### config.mk
export PLATFORM = sky130hd
export DESIGN_NAME = nan_pick_unit
export DESIGN_NICKNAME = d
export VERILOG_FILES = /design/src/rtl/nan_pick_pkg.sv /design/src/rtl/nan_classify.sv /design/src/rtl/nan_select.sv /design/src/rtl/nan_shape.sv /design/src/rtl/nan_pick_unit.sv
export SDC_FILE = /design/constraint.sdc
export NUM_CORES = 1
export LEC_CHECK = 0
export ABC_AREA = 1
export BUFFER_PORTS_ARGS = -buffer_cell sky130_fd_sc_hd__buf_2
export CORE_UTILIZATION = 49
export CTS_CLUSTER_SIZE = 30
export DETAILED_ROUTE_END_ITERATION = 6
export GPL_TIMING_DRIVEN = 0
export PLACE_DENSITY_LB_ADDON = 0.25
export SYNTH_ARGS = -nofsm -noshare
export SYNTH_HDL_FRONTEND = slang
export SYNTH_SLANG_ARGS = --single-unit
### constraint.sdc
create_clock -name clk -period 3 [get_ports clk]
set_clock_uncertainty 0.05 [all_clocks]
set_input_delay 0.3 -clock clk [delete_from_list [all_inputs] [get_ports clk]]
set_output_delay 0.3 -clock clk [all_outputs]
set_load 0.01 [all_outputs]
### src/rtl/nan_pick_pkg.sv
package nan_pick_pkg;

    typedef struct packed {
        logic is_nan;
        logic is_snan;
    } cls_t;

    typedef enum logic [1:0] {
        OP_A = 2'd0,
        OP_B = 2'd1,
        OP_C = 2'd2
    } op_idx_t;

endpackage

### src/rtl/nan_classify.sv
module nan_classify
    import nan_pick_pkg::*;
#(
    parameter int unsigned EXP_W  = 8,
    parameter int unsigned FRAC_W = 23,
    localparam int unsigned BODY_W = EXP_W + FRAC_W
) (
    input  logic [BODY_W-1:0] body,
    input  logic              mode_2008,
    output cls_t              cls
);
    logic [EXP_W-1:0]  exp_f;
    logic [FRAC_W-1:0] frac_f;

    always_comb begin
        exp_f       = body[BODY_W-1 -: EXP_W];
        frac_f      = body[FRAC_W-1:0];
        cls.is_nan  = (&exp_f) && (|frac_f);
        // signaling when the MSB disagrees with the convention's quiet polarity
        cls.is_snan = cls.is_nan && (frac_f[FRAC_W-1] != mode_2008);
    end
endmodule

### src/rtl/nan_select.sv
module nan_select
    import nan_pick_pkg::*;
#(
    parameter int unsigned NUM_OPS = 3
) (
    input  cls_t [NUM_OPS-1:0] cls,
    input  logic               three_op,
    input  logic               mode_2008,
    output logic               found,
    output op_idx_t            pick,
    output logic               any_snan
);
    op_idx_t          order_r [NUM_OPS];
    logic [NUM_OPS-1:0] use_r;
    logic             found_s;
    logic             found_q;

    always_comb begin
        // rank table
        if (!three_op) begin
            order_r[0] = OP_A; order_r[1] = OP_B; order_r[2] = OP_C;
            use_r      = 3'b011;
        end else if (mode_2008) begin
            order_r[0] = OP_C; order_r[1] = OP_A; order_r[2] = OP_B;
            use_r      = 3'b111;
        end else begin
            order_r[0] = OP_A; order_r[1] = OP_B; order_r[2] = OP_C;
            use_r      = 3'b111;
        end

        any_snan = 1'b0;
        found_s  = 1'b0;
        found_q  = 1'b0;
        pick     = OP_A;

        for (int r = 0; r < NUM_OPS; r++) begin
            if (use_r[r] && cls[order_r[r]].is_snan) begin
                any_snan = 1'b1;
                if (!found_s) begin
                    found_s = 1'b1;
                    pick    = order_r[r];
                end
            end
        end

        if (!found_s) begin
            for (int r = 0; r < NUM_OPS; r++) begin
                if (!found_q && use_r[r] && cls[order_r[r]].is_nan) begin
                    found_q = 1'b1;
                    pick    = order_r[r];
                end
            end
        end

        found = found_s || found_q;
    end
endmodule

### src/rtl/nan_shape.sv
module nan_shape #(
    parameter int unsigned EXP_W  = 8,
    parameter int unsigned FRAC_W = 23,
    localparam int unsigned WORD_W = 1 + EXP_W + FRAC_W
) (
    input  logic [WORD_W-1:0] chosen,
    input  logic              found,
    input  logic              mode_2008,
    input  logic              iz_case,
    input  logic [WORD_W-1:0] c_word,
    input  logic              c_nan,
    input  logic              any_snan,
    output logic [WORD_W-1:0] value,
    output logic              nan,
    output logic              inv
);
    localparam logic [WORD_W-1:0] QMASK = WORD_W'(1) << (FRAC_W - 1);

    logic [WORD_W-1:0] dflt;

    always_comb begin
        dflt = {1'b0, {EXP_W{1'b1}}, mode_2008, {(FRAC_W-1){~mode_2008}}};

        if (iz_case) begin
            nan   = 1'b1;
            inv   = 1'b1;
            value = (mode_2008 && c_nan) ? (c_word | QMASK) : dflt;
        end else if (found) begin
            nan   = 1'b1;
            inv   = any_snan;
            value = mode_2008 ? (chosen | QMASK) : dflt;
        end else begin
            nan   = 1'b0;
            inv   = any_snan;
            value = '0;
        end
    end
endmodule

### src/rtl/nan_pick_unit.sv
module nan_pick_unit
    import nan_pick_pkg::*;
#(
    parameter int unsigned EXP_W  = 8,
    parameter int unsigned FRAC_W = 23,
    localparam int unsigned WORD_W  = 1 + EXP_W + FRAC_W,
    localparam int unsigned NUM_OPS = 3
) (
    input  logic              clk,
    input  logic              rst,
    input  logic              in_valid,
    input  logic [WORD_W-1:0] opnd_a,
    input  logic [WORD_W-1:0] opnd_b,
    input  logic [WORD_W-1:0] opnd_c,
    input  logic              three_op,
    input  logic              mul_inf_zero,
    input  logic              mode_2008,
    output logic [WORD_W-1:0] res_value,
    output logic              res_nan,
    output logic              res_invalid
);
    typedef struct packed {
        logic [WORD_W-1:0] value;
        logic              nan;
        logic              inv;
    } out_t;

    logic [NUM_OPS-1:0][WORD_W-1:0] opnds;
    cls_t [NUM_OPS-1:0]             cls;
    logic                           pick_found;
    op_idx_t                        pick_idx;
    logic                           any_snan;
    logic [WORD_W-1:0]              chosen;
    logic [WORD_W-1:0]              shp_value;
    logic                           shp_nan;
    logic                           shp_inv;
    out_t                           out_d;
    out_t                           out_q;

    assign opnds = {opnd_c, opnd_b, opnd_a};

    for (genvar i = 0; i < NUM_OPS; i++) begin : g_cls
        nan_classify #(.EXP_W(EXP_W), .FRAC_W(FRAC_W)) u_cls (
            .body      (opnds[i][WORD_W-2:0]),
            .mode_2008 (mode_2008),
            .cls       (cls[i])
        );
    end

    nan_select #(.NUM_OPS(NUM_OPS)) u_sel (
        .cls       (cls),
        .three_op  (three_op),
        .mode_2008 (mode_2008),
        .found     (pick_found),
        .pick      (pick_idx),
        .any_snan  (any_snan)
    );

    always_comb begin
        case (pick_idx)
            OP_B:    chosen = opnd_b;
            OP_C:    chosen = opnd_c;
            default: chosen = opnd_a;
        endcase
    end

    nan_shape #(.EXP_W(EXP_W), .FRAC_W(FRAC_W)) u_shape (
        .chosen    (chosen),
        .found     (pick_found),
        .mode_2008 (mode_2008),
        .iz_case   (three_op && mul_inf_zero),
        .c_word    (opnd_c),
        .c_nan     (cls[2].is_nan),
        .any_snan  (any_snan),
        .value     (shp_value),
        .nan       (shp_nan),
        .inv       (shp_inv)
    );

    always_comb begin
        out_d = out_q;
        if (in_valid) begin
            out_d.value = shp_value;
            out_d.nan   = shp_nan;
            out_d.inv   = shp_inv;
        end
    end

    always_ff @(posedge clk) begin
        if (rst) out_q <= '0;
        else     out_q <= out_d;
    end

    assign res_value   = out_q.value;
    assign res_nan     = out_q.nan;
    assign res_invalid = out_q.inv;
endmodule

==> results by group <==
Status
  – Outcome: finished clean

Global routing
  – First-pass GRT wire length: 16.0 mm
  – Largest net degree at the start of global routing: 11
  – Grt ovf: 0
  – Vias in the first global route: 3,663
  – GR Util All Layers: 30.9%
  – Initial antenna violation count: 0

Synth
  – Cell count after synthesis: 493
  – Post-Syn Nets: 597
  – Largest area contributor in the netlist: dfxtp_1
  – Largest cells by area after synthesis: dfxtp_1, nand2_1, nand3_2
  – Syn_area_per_cell: 6.43 um2
  – Yosys reg bits: 34
  – Sequential fraction of the synthesis area: 21.5%
  – Mapped Area: 3170 um2
  – Synth cell types: 36
  – Yosys top cell area share: 21.5%
  – Ys Warns: 0

Run
  – Max_cap viols: 0

Clock tree
  – CTS max path bufs: 2
  – CTS tree: built
  – Root Driver: clkbuf_8
  – Clk sinks: 34
  – H-tree Lvls: 2
  – Inserted Clock Buffers: 5
  – Clk Latency, worst-skew pair: 0.28 ns
  – Clock-pin slew on the worst setup and hold paths: 0.07 ns

Worst hold path
  – HP Class: input pin to flop
  – Hold Crit Start: opnd_c[31]

Worst setup path
  – Crit Reg-Reg Startpoint: res_value[30]
  – CP Data Required Time: 3.15 ns
  – Worst path arrival time: 2.92 ns
  – Setup CP Type: input pin to flop
  – Max FO, Critical Path: 10
  – Critical path launch point type: input pin
  – Worst setup EP type: flop
  – Worst setup startpoint: opnd_b[14]

Power
  – Switching Share: 33.9%
  – Clock power frac: 27.7%
  – P_int: 0.837 mW
  – Gate power share: 34.3%
  – P_leak: 1.81 nW
  – Peak supply drop: 0.000248 V
  – Pwr/cell area: 314 nW/um2
  – Switching power total: 0.429 mW
  – Final total power: 1.27 mW
  – Seq pwr share: 38.0%

STA
  – RSZ-0062 raised after global routing: no
  – Max Fclk: 361 MHz
  – Tmin final: 2.77 ns
  – Fin. max-slew vios: 0
  – Final period util: 92.3%
  – Fin. Hold Viols: 0
  – Setup violators final: 0
  – Final TNS setup: 0 ns
  – Measured slew at the worst slew-check pin: 0.720 ns
  – Relative slew slack: 52.0%

Routing
  – DR vias/cell: 5.58
  – Final ANT Viol Nets: 0
  – Starting DRC count in detailed routing: 281
  – Routed vias: 3,951
  – Wirelength per Cell: 14.6 um
  – Final routed DRC violation total: 0
  – TritonRoute pass-1 iters: 5
  – Routed WL: 10.4 mm

Final layout
  – Footprint of the multi-input gates: 2200 um2
  – Antenna Cells: 0
  – Final net count: 736
  – Non-filler cells, final: 708
  – Area growth from synthesis to layout: 27.0%
  – Share of cells above drive strength 1: 36.2%
  – Layout filler cell count: 564
  – Most common cell after layout, fill and taps aside: nand2_1
  – Seq. cell area: 681 um2
  – Most frequent cells in the layout: nand2_1, buf_2, nor2_1, nand3_1, dfxtp_1

Die
  – Core area: 6100 um2
  – Initial core utilization: 52.0%
  – Die height: 82.4 um
  – Die Wd: 82.4 um
  – # IOs: 136
  – Die area: 6790 um2
  – # rows: 28

Placed design
  – DP HPWL: 8.27 mm
  – Placer Congestion: 0.961
  – I/O Buffers: 132
  – Inst Count DP: 700
==> metal layers <==
metal / share of wire [%] / up-vias / GRT usage [%]
met5: 0 / - / 0
met4: 1.9 / 0 / 9.82
met3: 7.7 / 22 / 4.40
met2: 49 / 213 / 55.7
met1: 41 / 1776 / 37.4
li1: - / 1940 / -
==> final timing paths <==
kind | depth (start not counted) | endpoint | slack, ns
hold reg to reg | 2 | res_value[12] | 0.42
hold / removal | 3 | res_value[31] | 0.30
setup reg to reg | 2 | res_value[30] | 2.29
setup / recovery | 22 | res_value[11] | 0.23
==> power groups by stage <==
stage	clock network [mW]	logic (mW)	registers, mW
after detailed placement	0	0.424	0.491
after floorplan	0	0.250	0.500
after CTS	0.358	0.427	0.481
final	0.351	0.434	0.481
after global placement	0	0.419	0.490
after global routing	0.375	0.477	0.483
==> Yosys cell counts, drive strengths merged <==
| master | number |
|---|---|
| nand2 | 156 |
| nand3 | 61 |
| nor2 | 57 |
| a21oi | 49 |
| dfxtp | 34 |
| a22o | 25 |
| a21boi | 21 |
| buf | 20 |
| inv | 20 |
| o21ai | 17 |
| clkbuf | 12 |
| nand4 | 6 |
| clkinv | 3 |
| a31oi | 2 |
| ha | 2 |
| nand3b | 2 |
| a32oi | 1 |
| nor3 | 1 |
| o211ai | 1 |
| o32ai | 1 |
| xnor2 | 1 |
| xor2 | 1 |
==> registers in the layout, indices dropped and copies added, names as in the netlist <==
signal       count
res_value       32
res_invalid      1
res_nan          1
==> logic make-up after synthesis <==
group	share of synthesized area, %
XOR/XNOR	0.553
buffers and inverters	9.04
adder cells (fa/ha/maj)	0.789
AND/OR/NAND/NOR	42.3
AO/OA/AOI/OAI	25.9
flip-flops	21.5
==> final cells by class <==
| cell class | instances | share of cell area [%] |
|---|---|---|
| multi-input cells | 404 | 54.8 |
| repair buffers | 132 | 16.4 |
| flip-flops and latches | 34 | 16.9 |
| plain buffers | 32 | 5.07 |
| inverters | 23 | 2.27 |
| clock inverters | 1 | 0.124 |
| clock buffers | 7 | 2.14 |
| well taps | 75 | 2.33 |
==> worst max-delay path: stages <==
cell and delay (ns):
buf_2 0.11, nor2_1 0.11, nand2_1 0.10, nor2_1 0.14
nand3_2 0.13, nand2_1 0.10, nor2_1 0.06, o21ai_1 0.13
nand2_1 0.09, nor2_1 0.09, nand2_1 0.06, nand2_1 0.09
inv_2 0.04, ha_1 0.27, buf_2 0.16, inv_1 0.08
clkbuf_4 0.21, nand2_1 0.08, nand3_1 0.07, a21boi_1 0.25
nand3_1 0.12, a21oi_1 0.15
==> stage by stage <==
step	area (um2)	worst slack, ns	utilization [%]	hold slack [ns]
2_1_floorplan	3170	0.390	-	0.428
3_3_place_gp	3920	-0.215	64.4	0.406
3_5_place_dp	3920	-0.204	64.4	0.408
4_1_cts	4020	0.0727	65.9	0.292
5_1_grt	4030	0.0144	66.1	0.292
6_report	4030	0.230	66.1	0.298
==> timing repair <==
action                     in CTS  in global routing
hold buffers                    0                  0
buffers inserted                0                  0
gates resized for setup         0                 13
setup endpoints to repair       0                 29
No activity file was read; power rests on OpenSTA's default activity.
